<file path="config.mk">
export PLATFORM = sky130hd
export DESIGN_NAME = i2c_target_fe
export DESIGN_NICKNAME = d
export VERILOG_FILES = /design/src/rtl/i2c_tgt_pkg.sv /design/src/rtl/i2c_line_sync.sv /design/src/rtl/i2c_cond_detect.sv /design/src/rtl/i2c_tgt_ctrl.sv /design/src/rtl/i2c_target_fe.sv
export SDC_FILE = /design/constraint.sdc
export NUM_CORES = 1
export LEC_CHECK = 0
export ABC_AREA = 1
export BUFFER_PORTS_ARGS = -buffer_cell sky130_fd_sc_hd__buf_4
export CAP_MARGIN = 20
export CORE_ASPECT_RATIO = 1.1
export CORE_MARGIN = 10
export CORE_UTILIZATION = 35
export CTS_BUF_LIST = sky130_fd_sc_hd__clkbuf_16
export DETAILED_ROUTE_END_ITERATION = 8
export PLACE_DENSITY = 0.62
export SETUP_SLACK_MARGIN = 0.15
export SYNTH_ARGS = -nofsm -noshare
export SYNTH_HDL_FRONTEND = slang
export SYNTH_HIERARCHICAL = 1
export SYNTH_SLANG_ARGS = --single-unit
</file>
<file path="constraint.sdc">
create_clock -name clk -period 3 [get_ports clk]
set_clock_uncertainty 0.15 [all_clocks]
set_input_delay 0.6 -clock clk [delete_from_list [all_inputs] [get_ports clk]]
set_output_delay 0.6 -clock clk [all_outputs]
set_load 0.1 [all_outputs]
</file>
<file path="src/rtl/i2c_tgt_pkg.sv">
package i2c_tgt_pkg;

    localparam int ADDR_W = 7;
    localparam int BYTE_W = ADDR_W + 1;
    localparam int CNT_W  = $clog2(BYTE_W) + 1;

    typedef enum logic [2:0] {
        ST_IDLE,
        ST_RX,
        ST_RX_ACK,
        ST_RD_LOAD,
        ST_TX,
        ST_TX_ACK,
        ST_IGNORE
    } tgt_state_e;

    typedef struct packed {
        logic scl_hi;
        logic sda;
        logic scl_rise;
        logic scl_fall;
        logic start;
        logic stop;
    } line_evt_t;

    function automatic logic addr_hit(input logic [BYTE_W-1:0] ctrl,
                                      input logic [ADDR_W-1:0] dev);
        return ctrl[BYTE_W-1:1] == dev;
    endfunction

endpackage

</file>
<file path="src/rtl/i2c_line_sync.sv">
module i2c_line_sync #(
    parameter int STAGES = 2
) (
    input  logic clk,
    input  logic rst,
    input  logic d,
    output logic q
);
    logic [STAGES-1:0] chain;

    generate
        for (genvar s = 0; s < STAGES; s++) begin : g_stage
            always_ff @(posedge clk) begin
                if (rst) chain[s] <= 1'b1;
                else if (s == 0) chain[s] <= d;
                else chain[s] <= chain[(s == 0) ? 0 : s-1];
            end
        end
    endgenerate

    assign q = chain[STAGES-1];
endmodule

</file>
<file path="src/rtl/i2c_cond_detect.sv">
module i2c_cond_detect
    import i2c_tgt_pkg::*;
(
    input  logic      clk,
    input  logic      rst,
    input  logic      scl_s,
    input  logic      sda_s,
    output line_evt_t evt
);
    logic scl_p, sda_p;

    always_ff @(posedge clk) begin
        if (rst) begin
            scl_p <= 1'b1;
            sda_p <= 1'b1;
        end else begin
            scl_p <= scl_s;
            sda_p <= sda_s;
        end
    end

    always_comb begin
        evt.scl_hi   = scl_s;
        evt.sda      = sda_s;
        evt.scl_rise = scl_s & ~scl_p;
        evt.scl_fall = ~scl_s & scl_p;
        evt.start    = scl_s & scl_p & sda_p & ~sda_s;
        evt.stop     = scl_s & scl_p & ~sda_p & sda_s;
    end
endmodule

</file>
<file path="src/rtl/i2c_tgt_ctrl.sv">
module i2c_tgt_ctrl
    import i2c_tgt_pkg::*;
(
    input  logic              clk,
    input  logic              rst,
    input  line_evt_t         evt,
    input  logic [ADDR_W-1:0] dev_addr,
    input  logic              busy,
    input  logic [BYTE_W-1:0] rd_data,
    output logic              sda_oe,
    output logic              wr_stb,
    output logic [BYTE_W-1:0] wr_data,
    output logic              rd_req
);
    localparam logic [CNT_W-1:0] FULL_CNT = CNT_W'(BYTE_W);
    localparam logic [CNT_W-1:0] LAST_TX  = CNT_W'(BYTE_W - 1);

    tgt_state_e        state;
    logic [BYTE_W-1:0] shreg;
    logic [CNT_W-1:0]  cnt;
    logic              is_ctrl;
    logic              rnw;
    logic              mack;
    logic              ack_ok;

    assign ack_ok = !busy && (!is_ctrl || addr_hit(shreg, dev_addr));

    always_ff @(posedge clk) begin
        if (rst) begin
            state   <= ST_IDLE;
            shreg   <= '0;
            cnt     <= '0;
            is_ctrl <= 1'b0;
            rnw     <= 1'b0;
            mack    <= 1'b0;
            sda_oe  <= 1'b0;
            wr_stb  <= 1'b0;
            wr_data <= '0;
            rd_req  <= 1'b0;
        end else begin
            wr_stb <= 1'b0;
            rd_req <= 1'b0;
            if (evt.start) begin
                state   <= ST_RX;
                is_ctrl <= 1'b1;
                cnt     <= '0;
                sda_oe  <= 1'b0;
            end else if (evt.stop) begin
                state  <= ST_IDLE;
                sda_oe <= 1'b0;
            end else begin
                case (state)
                    ST_RX: begin
                        if (evt.scl_rise && cnt != FULL_CNT) begin
                            shreg <= {shreg[BYTE_W-2:0], evt.sda};
                            cnt   <= cnt + 1'b1;
                        end else if (evt.scl_fall && cnt == FULL_CNT) begin
                            if (ack_ok) begin
                                sda_oe <= 1'b1;
                                state  <= ST_RX_ACK;
                                if (is_ctrl) begin
                                    rnw <= shreg[0];
                                end else begin
                                    wr_stb  <= 1'b1;
                                    wr_data <= shreg;
                                end
                            end else begin
                                state <= ST_IGNORE;
                            end
                        end
                    end
                    ST_RX_ACK: begin
                        if (evt.scl_fall) begin
                            sda_oe  <= 1'b0;
                            cnt     <= '0;
                            is_ctrl <= 1'b0;
                            if (is_ctrl && rnw) begin
                                rd_req <= 1'b1;
                                state  <= ST_RD_LOAD;
                            end else begin
                                state <= ST_RX;
                            end
                        end
                    end
                    ST_RD_LOAD: begin
                        shreg  <= rd_data;
                        sda_oe <= ~rd_data[BYTE_W-1];
                        cnt    <= '0;
                        state  <= ST_TX;
                    end
                    ST_TX: begin
                        if (evt.scl_fall) begin
                            if (cnt == LAST_TX) begin
                                sda_oe <= 1'b0;
                                state  <= ST_TX_ACK;
                            end else begin
                                shreg  <= {shreg[BYTE_W-2:0], 1'b0};
                                sda_oe <= ~shreg[BYTE_W-2];
                                cnt    <= cnt + 1'b1;
                            end
                        end
                    end
                    ST_TX_ACK: begin
                        if (evt.scl_rise) begin
                            mack <= ~evt.sda;
                        end else if (evt.scl_fall) begin
                            if (mack) begin
                                rd_req <= 1'b1;
                                state  <= ST_RD_LOAD;
                            end else begin
                                state <= ST_IGNORE;
                            end
                        end
                    end
                    default: ;
                endcase
            end
        end
    end

    // a Start always lands in control-byte reception with a cleared count
    a_r1_start_enters_ctrl: assert property (@(posedge clk) disable iff (rst)
        evt.start |=> (state == ST_RX && is_ctrl && cnt == '0 && !sda_oe));

    // a Stop returns to idle with the line released
    a_r2_stop_to_idle: assert property (@(posedge clk) disable iff (rst)
        (evt.stop && !evt.start) |=> (state == ST_IDLE && !sda_oe));

    // drive changes only while the synchronized clock is low
    a_r3_drive_when_low: assert property (@(posedge clk) disable iff (rst)
        ((sda_oe != $past(sda_oe)) && !$past(evt.start) && !$past(evt.stop))
        |-> !$past(evt.scl_hi));

    // an acknowledge is never raised for a byte while busy
    a_r6_no_ack_busy: assert property (@(posedge clk) disable iff (rst)
        ($rose(sda_oe) && $past(state) == ST_RX) |-> !$past(busy));

    // write strobe lasts one cycle
    a_r7_wr_pulse: assert property (@(posedge clk) disable iff (rst)
        wr_stb |=> !wr_stb);

    // a read request is followed by shifting, not a second request
    a_r8_rd_then_tx: assert property (@(posedge clk) disable iff (rst)
        (rd_req && !evt.start && !evt.stop) |=> (state == ST_TX && !rd_req));

    // after a NACK or a mismatch the line stays released
    a_r9_ignore_released: assert property (@(posedge clk) disable iff (rst)
        (state == ST_IGNORE) |-> !sda_oe);
endmodule

</file>
<file path="src/rtl/i2c_target_fe.sv">
module i2c_target_fe
    import i2c_tgt_pkg::*;
#(
    parameter int SYNC_STAGES = 2
) (
    input  logic              clk,
    input  logic              rst,
    input  logic              scl_i,
    input  logic              sda_i,
    output logic              sda_oe,
    input  logic [ADDR_W-1:0] dev_addr,
    input  logic              busy,
    output logic [BYTE_W-1:0] wr_data,
    output logic              wr_stb,
    output logic              rd_req,
    input  logic [BYTE_W-1:0] rd_data
);
    localparam int N_LINES = 2;

    logic [N_LINES-1:0] raw;
    logic [N_LINES-1:0] synced;
    line_evt_t          evt;

    assign raw = {scl_i, sda_i};

    generate
        for (genvar l = 0; l < N_LINES; l++) begin : g_line
            i2c_line_sync #(.STAGES(SYNC_STAGES)) u_sync (
                .clk (clk),
                .rst (rst),
                .d   (raw[l]),
                .q   (synced[l])
            );
        end
    endgenerate

    i2c_cond_detect u_cond (
        .clk   (clk),
        .rst   (rst),
        .scl_s (synced[1]),
        .sda_s (synced[0]),
        .evt   (evt)
    );

    i2c_tgt_ctrl u_ctrl (
        .clk      (clk),
        .rst      (rst),
        .evt      (evt),
        .dev_addr (dev_addr),
        .busy     (busy),
        .rd_data  (rd_data),
        .sda_oe   (sda_oe),
        .wr_stb   (wr_stb),
        .wr_data  (wr_data),
        .rd_req   (rd_req)
    );
endmodule

</file>
Word level (Yosys, flattened, before mapping):

Cells that the tools add are included.
W data, S select, Z words.

* flip-flop bits (word level): 35
* input port bits: 20
* output and inout port bits: 11
* word-level logic and storage cells: 129

* $add $sub $neg: 1
* bitwise logic cells: 20
* mux-type cells: 39
* reductions and logical operators: 25
* equal/unequal tests: 27

Operators by type and width (count)
* $mux W3: 9
* $mux W8: 3
* $pmux W8 S3: 1
* $ne A4 B3 Y1 const B: 5
* $reduce_and A6 Y1: 3
* $mux W1: 17
* $mux W4: 4
* $ne A2 B1 Y1 const B: 8
* $pmux W4 S4: 1
* $reduce_and A8 Y1: 2
* $pmux W3 S5: 1
* $reduce_and A7 Y1: 2
* $not A1 Y1: 13
* $ne A4 B4 Y1 const B: 3
* $and A1 B1 Y1: 7
* $eq A7 B7 Y1: 1
* $reduce_bool A7 Y1: 1
* $reduce_or A7 Y1: 1
* $eq A3 B2 Y1 const B: 2
* $eq A3 B3 Y1 const B: 2
* $ne A2 B2 Y1 const B: 3
* $reduce_bool A5 Y1: 1
* $add A4 B1 Y4 const B: 1
* $eq A4 B3 Y1 const B: 1
* other kinds (15): 20

Depth between registers and ports, before layout:

Gate-level depths: netlist of the first run.

* depth in word-level cells: 9
* depth in mapped cells: 12
* gate-level depth less buffers: 12

Hierarchy:

The synthesis of the first run kept the hierarchy.

Modules (own cells, without submodules)
* i2c_tgt_ctrl: cells each 269, times used 1, area an instance 1741.7 µm², sequential area each 580.6 µm²
* i2c_line_sync: cells each 7, times used 2, area an instance 58.8 µm², sequential area each 40.0 µm²
* i2c_cond_detect: cells each 18, times used 1, area an instance 107.6 µm², sequential area each 40.0 µm²

Worst setup path before layout of the first run:

OpenSTA, ideal clock, no wires.

* path type: input -> register
* from: input dev_addr[2]
* to: register u_ctrl.wr_data[4]
* arrival time: 1455 ps
* stages: 11
* setup time: 113 ps
* data required time: 2737 ps
* path buffers: 1
* setup slack: 1283 ps
* path through: inv_1 nand2_1 nand2_1 nand2_1 nor2_1 nand2_1 nand2_1 nand4_2 buf_6 nor2_1 nor2_1

* word-level cells in the longest chain between the ends: 4

RTL lines
* start, declared: line i2c_target_fe.sv:11 `input logic [ADDR_W-1:0] dev_addr,`
* $eq A7 B7 Y1: line i2c_tgt_pkg.sv:28 `return ctrl[BYTE_W-1:1] == dev;`
* $logic_or A1 B1 Y1: line i2c_tgt_ctrl.sv:26 `assign ack_ok = !busy && (!is_ctrl || addr_hit(shreg, dev_addr));`
* $logic_and A1 B1 Y1: line i2c_tgt_ctrl.sv:26
* $reduce_and A7 Y1 (no line)
* end signal, assigned: line i2c_tgt_ctrl.sv:65 `wr_data <= shreg;`
* end, declared: line i2c_tgt_ctrl.sv:12 `output logic [BYTE_W-1:0] wr_data,`

Every way passes these cells.
A chain may end at the register's enable or synchronous reset.

==> impl_summary.log, run 1 <==
[metrics] wire length per cell after detailed routing: 11.14 um
[metrics] final setup TNS: 0 ns
[metrics] area growth from synthesis to layout: 21.46%
[metrics] Final Hold Viols: 0
[metrics] cell depth of the worst flop-to-flop path: 8
[metrics] result of the run: completed
[metrics] diodes inserted: 0
[metrics] Total Die Area: between 8000 and 9000 um^2
[metrics] post-CTS repair timing setup buffer count: 0
[metrics] drt first-iter violations: 190
[metrics] global-route wire length before repair: 7.852 mm
[metrics] Synth Warn #: 6
[metrics] final weighted congestion of routability-driven global placement: between 0.8 and 0.9
[metrics] dpl hpwl: roughly 3.5 mm
[metrics] DRT Pass-1 Iters: 4
[metrics] relative slew slack: 0.6171
[metrics] post-place setup slack: between 0.8 and 0.9 ns
[metrics] antenna violations before repair: 0
[metrics] I/O pins: 31
[metrics] Post-layout nets: approximately 360
[metrics] area of the core: 5395 um^2
[metrics] commonest non-fill, non-tap cell in the layout: sky130_fd_sc_hd__nand2_1
[metrics] hold-fix buffer count after cts: 0
[metrics] max-slew violation count: 0
[metrics] overall routing resource usage: 0.1057
[metrics] largest buffer count on any clock path: 2
[metrics] Max VDD drop: about 0.36 mV
[metrics] number of fill cells: ~580
[metrics] number of instances in the synthesized netlist: 300
[metrics] CTS clk-pin slew, worst paths: 0.05 ns
[metrics] fraction of final layout cells with drive strength greater than 1: 0.1832
[metrics] leakage power total: between 1 and 1.5 nW
[metrics] type of destination of the critical path: flop
[metrics] Avg Cell Area, Syn: about 6.5 um^2
[metrics] power density normalized to cell area: approximately 650 nW/um^2
[metrics] cell area after synthesis: between 1500 and 2000 um^2
[metrics] number of stages on the worst hold path: 2
[metrics] x dimension of the die: between 90 and 100 um
[metrics] effective utilization at floorplan: 0.3632
[metrics] max cap viols: 0
[metrics] shortest period the worst path allows: 2.121 ns
[metrics] via count of the first global-routing pass: 1,740
[metrics] Worst Path Required: a little over 3 ns
[metrics] clock net sink count: 35
[metrics] period utilisation layout: 0.7069
[metrics] Peak Freq: between 400 and 500 MHz
[metrics] count of buffers inserted at the top-level ports: 30
[metrics] TritonCTS clock tree: built
[metrics] Routed WL: 4.546 mm
[metrics] vertical die dimension: 98.48 um
[metrics] buffer cell driving the clock tree root: sky130_fd_sc_hd__clkbuf_16
[metrics] remaining antenna violation count after routing: 0
[metrics] grt total ovfl: 0
[metrics] average vias per placed instance: between 4 and 5
[metrics] number of H-tree branching levels: 2
[metrics] final routed DRC violation total: 0
[metrics] type of the worst setup path: reg -> reg
[metrics] Crit Path Max Fanout: 16
[metrics] net count after synthesis: roughly 320
[metrics] setup slack of the critical path after layout: 0.8793 ns
[metrics] total via count after detailed routing: about 1,800
[metrics] maximum number of pins on one net before global-route repair: 19
[metrics] setup slack of the worst register-to-register path: roughly 0.88 ns
[metrics] Hold/Removal Path Class: reg -> reg
[metrics] Inserted Clock Buffers: 5
[metrics] Startpoint Class: flop
[metrics] clock insertion delay at the later pin of the skew report: about 0.28 ns
[metrics] Setup violations, final: 0
[metrics] RSZ-0062 raised after global routing: no
[metrics] signal arrival time at the worst endpoint: about 2.1 ns
[metrics] worst-margin pin slew: about 0.57 ns
[metrics] number of standard-cell rows in the floorplan: 28
[metrics] # resized after CTS: 0
[metrics] top library cells by usage in the layout, fill and taps aside: 83 x sky130_fd_sc_hd__nand2_1, 52 x sky130_fd_sc_hd__inv_1, 44 x sky130_fd_sc_hd__nor2_1
worst paths after layout:
check	startpoint	end
worst min-delay path	g_line[1].u_sync/chain[0]$_SDFF_PP1_	g_line[1].u_sync/q$_SDFF_PP1_
worst max register to register	g_line[0].u_sync/q$_SDFF_PP1_	u_ctrl/shreg[0]$_SDFFE_PP0P_
worst max-delay path	g_line[0].u_sync/q$_SDFF_PP1_	u_ctrl/shreg[0]$_SDFFE_PP0P_
worst min register to register	g_line[1].u_sync/chain[0]$_SDFF_PP1_	g_line[1].u_sync/q$_SDFF_PP1_
cell type report:
cell class	instances	area (um^2)	share of cell area
sequential	35	700.7	0.2944
clock buffer	5	125.1	0.05258
timing repair buffer	30	225.2	0.09464
clock inverter	3	16.27	0.006835
multi-input combinational	205	1012	0.4253
inverter	55	206.4	0.08675
tap	75	93.84	0.03943
layer usage:
layer  up-vias  share of wire  global-route usage
met5         -              0                   0
met4         0          0.021             0.05428
met3         7          0.040             0.02504
met2        44           0.46              0.1681
met1       807           0.47              0.1300
li1        991              -                   -
flip-flops by register name, indices dropped and copies added (netlist names), 2 cells and up:
name                 cells
u_ctrl/shreg             8
g_line.u_sync/q          2
u_ctrl/wr_data           8
u_ctrl/state             3
g_line.u_sync/chain      2
u_ctrl/cnt               4
worst max-delay path, stage by stage, from the launching register on:
cell                      delay, ns
sky130_fd_sc_hd__dfxtp_1       0.38
sky130_fd_sc_hd__inv_1         0.07
sky130_fd_sc_hd__nand2_1       0.06
sky130_fd_sc_hd__nor2_1        0.06
sky130_fd_sc_hd__nor2_1        0.29
sky130_fd_sc_hd__o21ai_1       0.18
sky130_fd_sc_hd__nor3_4        0.54
sky130_fd_sc_hd__nand3_1       0.13
sky130_fd_sc_hd__o211a_1       0.14
through the flow:
stage               cell area, um^2  total power, mW  hold slack (ns)  cells    util
global placement               2238            1.053           0.2418    400  0.4149
detailed placement             2238            1.058           0.2499    400  0.4149
floorplan                      1959           0.9506           0.2365    300       -
finish                         2380            1.544           0.2588    408  0.4411
CTS                            2380            1.561           0.2640    408  0.4411
global route                   2380            1.668           0.2857    408  0.4411
where the power goes:
part / internal (mW) / switching (mW)
Sequential: 0.536 / 0.0820
Combinational: 0.164 / 0.268
Clock: 0.302 / 0.192
Total: 1.00 / 0.541
(Power assumes the default switching activity.)
==> inputs of run 2 (changes only) <==
--- a/config.mk
+++ b/config.mk
@@ -13,7 +13,7 @@
 export CORE_UTILIZATION = 35
 export CTS_BUF_LIST = sky130_fd_sc_hd__clkbuf_16
 export DETAILED_ROUTE_END_ITERATION = 8
-export PLACE_DENSITY = 0.62
+export PLACE_DENSITY = 0.64
 export SETUP_SLACK_MARGIN = 0.15
 export SYNTH_ARGS = -nofsm -noshare
 export SYNTH_HDL_FRONTEND = slang
==> constraint.sdc (replaced) <==
create_clock -name clk -period 1.9 [get_ports clk]
set_clock_uncertainty 0.15 [all_clocks]
set_input_delay 0.38 -clock clk [delete_from_list [all_inputs] [get_ports clk]]
set_output_delay 0.38 -clock clk [all_outputs]
set_load 0.1 [all_outputs]
==> impl_summary.log, run 2 (synthesis results as in run 1) <==
[metrics] result of the run: completed (unchanged)
[metrics] period utilisation layout: 0.9153 (was 0.7069)
[metrics] Hold/Removal Path Class: in -> reg (was reg -> reg)
[metrics] Post-layout nets: 367 (was 356)
[metrics] buffer cell driving the clock tree root: sky130_fd_sc_hd__clkbuf_16 (unchanged)
[metrics] remaining antenna violation count after routing: 0 (unchanged)
[metrics] Routed WL: 4.806 mm (was 4.546 mm)
[metrics] relative slew slack: 0.7719 (was 0.6171)
[metrics] drt first-iter violations: 137 (was 190)
[metrics] final setup TNS: 0 ns (unchanged)
[metrics] Hold Slack: 0.1241 ns (was 0.2588 ns)
[metrics] Max VDD drop: 0.4956 mV (was 0.3573 mV)
[metrics] via count of the first global-routing pass: 1,747 (was 1,740)
[metrics] number of H-tree branching levels: 2 (unchanged)
[metrics] maximum single-stage delay on the critical path: 0.34 ns (was 0.54 ns)
[metrics] cell mode on critical path: sky130_fd_sc_hd__nand2_2 (was sky130_fd_sc_hd__nor2_1)
[metrics] RSZ-0062 raised after global routing: yes (was no)
[metrics] DRT Pass-1 Iters: 4 (unchanged)
[metrics] TritonCTS clock tree: built (unchanged)
[metrics] maximum number of pins on one net before global-route repair: 18 (was 19)
[metrics] Total Die Area: 8995 um^2 (unchanged)
[metrics] PnR Total Power: 2.550 mW (was 1.544 mW)
[metrics] Peak Freq: 575.0 MHz (was 471.5 MHz)
[metrics] setup slack of the critical path after layout: 0.1610 ns (was 0.8793 ns)
[metrics] max cap viols: 0 (unchanged)
[metrics] I/O pins: 31 (unchanged)
[metrics] clock insertion delay at the later pin of the skew report: 0.28 ns (about the same)
[metrics] global-route wire length before repair: 7.824 mm (was 7.852 mm)
[metrics] vertical die dimension: 98.48 um (unchanged)
[metrics] Setup violations, final: 0 (unchanged)
[metrics] power density normalized to cell area: 988.5 nW/um^2 (was 649.0 nW/um^2)
[metrics] final routed DRC violation total: 0 (unchanged)
[metrics] x dimension of the die: 91.34 um (unchanged)
[metrics] hold-fix buffer count after cts: 0 (unchanged)
[metrics] antenna violations before repair: 0 (unchanged)
[metrics] commonest non-fill, non-tap cell in the layout: sky130_fd_sc_hd__nand2_1 (unchanged)
[metrics] diodes inserted: 0 (unchanged)
[metrics] fraction of final layout cells with drive strength greater than 1: 0.2886 (was 0.1832)
[metrics] total via count after detailed routing: 1,912 (was 1,849)
[metrics] Regs by FF count: u_ctrl/shreg (8), u_ctrl/wr_data (8), u_ctrl/cnt (4) (unchanged)
[metrics] grt total ovfl: 0 (unchanged)
[metrics] worst-margin pin slew: 0.3422 ns (was 0.5725 ns)
[metrics] Startpoint Class: flop (unchanged)
[metrics] average vias per placed instance: 4.574 (was 4.532)
[metrics] effective utilization at floorplan: 0.3632 (unchanged)
[metrics] type of destination of the critical path: flop (unchanged)
[metrics] clock net sink count: 35 (unchanged)
[metrics] wire length per cell after detailed routing: 11.50 um (was 11.14 um)
[metrics] final weighted congestion of routability-driven global placement: 0.9116 (was 0.8814)
[metrics] slowest stage cell, crit path: sky130_fd_sc_hd__dfxtp_2 (was sky130_fd_sc_hd__nor3_4)
[metrics] count of buffers inserted at the top-level ports: 30 (unchanged)
[metrics] Inserted Clock Buffers: 5 (unchanged)
[metrics] Crit Path Max Fanout: 8 (was 16)
[metrics] Final Hold Viols: 0 (unchanged)
[metrics] CTS clk-pin slew, worst paths: 0.05 ns (about the same)
[metrics] leakage power total: 1.297 nW (was 1.237 nW)
[metrics] area of the core: 5395 um^2 (unchanged)
[metrics] Worst Path Required: 1.91 ns (was 3.02 ns)
[metrics] dpl hpwl: 3.697 mm (was 3.516 mm)
[metrics] signal arrival time at the worst endpoint: 1.75 ns (was 2.14 ns)
[metrics] max-slew violation count: 0 (unchanged)
[metrics] top library cells by usage in the layout, fill and taps aside: 79 x sky130_fd_sc_hd__nand2_1, 48 x sky130_fd_sc_hd__inv_1, 37 x sky130_fd_sc_hd__buf_4 (was 83 x sky130_fd_sc_hd__nand2_1, 52 x sky130_fd_sc_hd__inv_1, 44 x sky130_fd_sc_hd__nor2_1)
[metrics] area growth from synthesis to layout: 31.67% (was 21.46%)
[metrics] number of standard-cell rows in the floorplan: 28 (unchanged)
[metrics] post-place setup slack: 0.09162 ns (was 0.8823 ns)
[metrics] chain of cells forming the critical path: ha_2, nand2_2, nor2_2, nand4_1, nand2_2, nor3_4, buf_12, nand3_1, o211a_1 (was inv_1, nand2_1, nor2_1, nor2_1, o21ai_1, nor3_4, nand3_1, o211a_1)
[metrics] type of the worst setup path: reg -> reg (unchanged)
[metrics] shortest period the worst path allows: 1.739 ns (was 2.121 ns)
[metrics] largest buffer count on any clock path: 2 (unchanged)
[metrics] overall routing resource usage: 0.1045 (was 0.1057)
[run 2: path summary, 6_finish.rpt]
| check | startpoint | slack [ns] | cells after the start | end |
|---|---|---|---|---|
| worst max-delay path | u_ctrl/cnt[0]$_SDFFE_PP0P_ | 0.16 | 9 | u_ctrl/shreg[0]$_SDFFE_PP0P_ |
| worst min-delay path | sda_i | 0.12 | 3 | g_line[0].u_sync/chain[0]$_SDFF_PP1_ |
| worst max register to register | u_ctrl/cnt[0]$_SDFFE_PP0P_ | 0.16 | 9 | u_ctrl/shreg[0]$_SDFFE_PP0P_ |
| worst min register to register | g_line[1].u_sync/chain[0]$_SDFF_PP1_ | 0.26 | 2 | g_line[1].u_sync/q$_SDFF_PP1_ |
[run 2: final cells by class]
| class | instances | area (um^2) |
|---|---|---|
| Fill cell | 560 | 2815 |
| Multi-Input combinational cell | 205 | 1075 |
| Sequential cell | 35 | 714.4 |
| Timing Repair Buffer | 41 | 354.1 |
| Inverter | 55 | 209.0 |
| Clock buffer | 5 | 125.1 |
| Tap cell | 75 | 93.84 |
| Clock inverter | 2 | 8.758 |
[run 2: critical path: cells and delay by family, from the launching register on]
family / cells / cell delay, ns
buffers and inverters: 1 / 0.16
AOI/OAI and AO/OA: 1 / 0.11
DFF: 1 / 0.34
and+or+nand+nor: 6 / 0.65
adders and majority gates: 1 / 0.21
[run 2: timing repair]
action                                  CTS  global route
pin swaps                                 0             5
resized for setup                         4            32
endpoints found under the setup margin   19            26
setup buffers                             0             2
cloned                                    0             1
[run 2: power by group]
group / switching, mW / leakage [nW] / internal, mW / total [mW]
sequential: 0.133 / 0.286 / 0.855 / 0.987
combinational: 0.471 / 0.943 / 0.341 / 0.812
clock: 0.281 / 0.0671 / 0.470 / 0.751
total: 0.884 / 1.30 / 1.67 / 2.55
[run 2: metrics by stage]
step	util	std cells	cell area, um^2
floorplan	-	300	1959
global placement	0.4307	408	2323
detailed placement	0.4307	408	2323
CTS	0.4576	415	2469
global route	0.4782	418	2580
finish	0.4782	418	2580
[run 2: per-layer routing]
layer / wire, um / part of all wire / up-vias / track usage
met3: 237 / 0.049 / 7 / 0.02049
met4: 98 / 0.020 / 0 / 0.05790
met5: 0 / 0 / - / 0
li1: - / - / 1011 / -
met2: 2291 / 0.48 / 49 / 0.1709
met1: 2178 / 0.45 / 845 / 0.1256
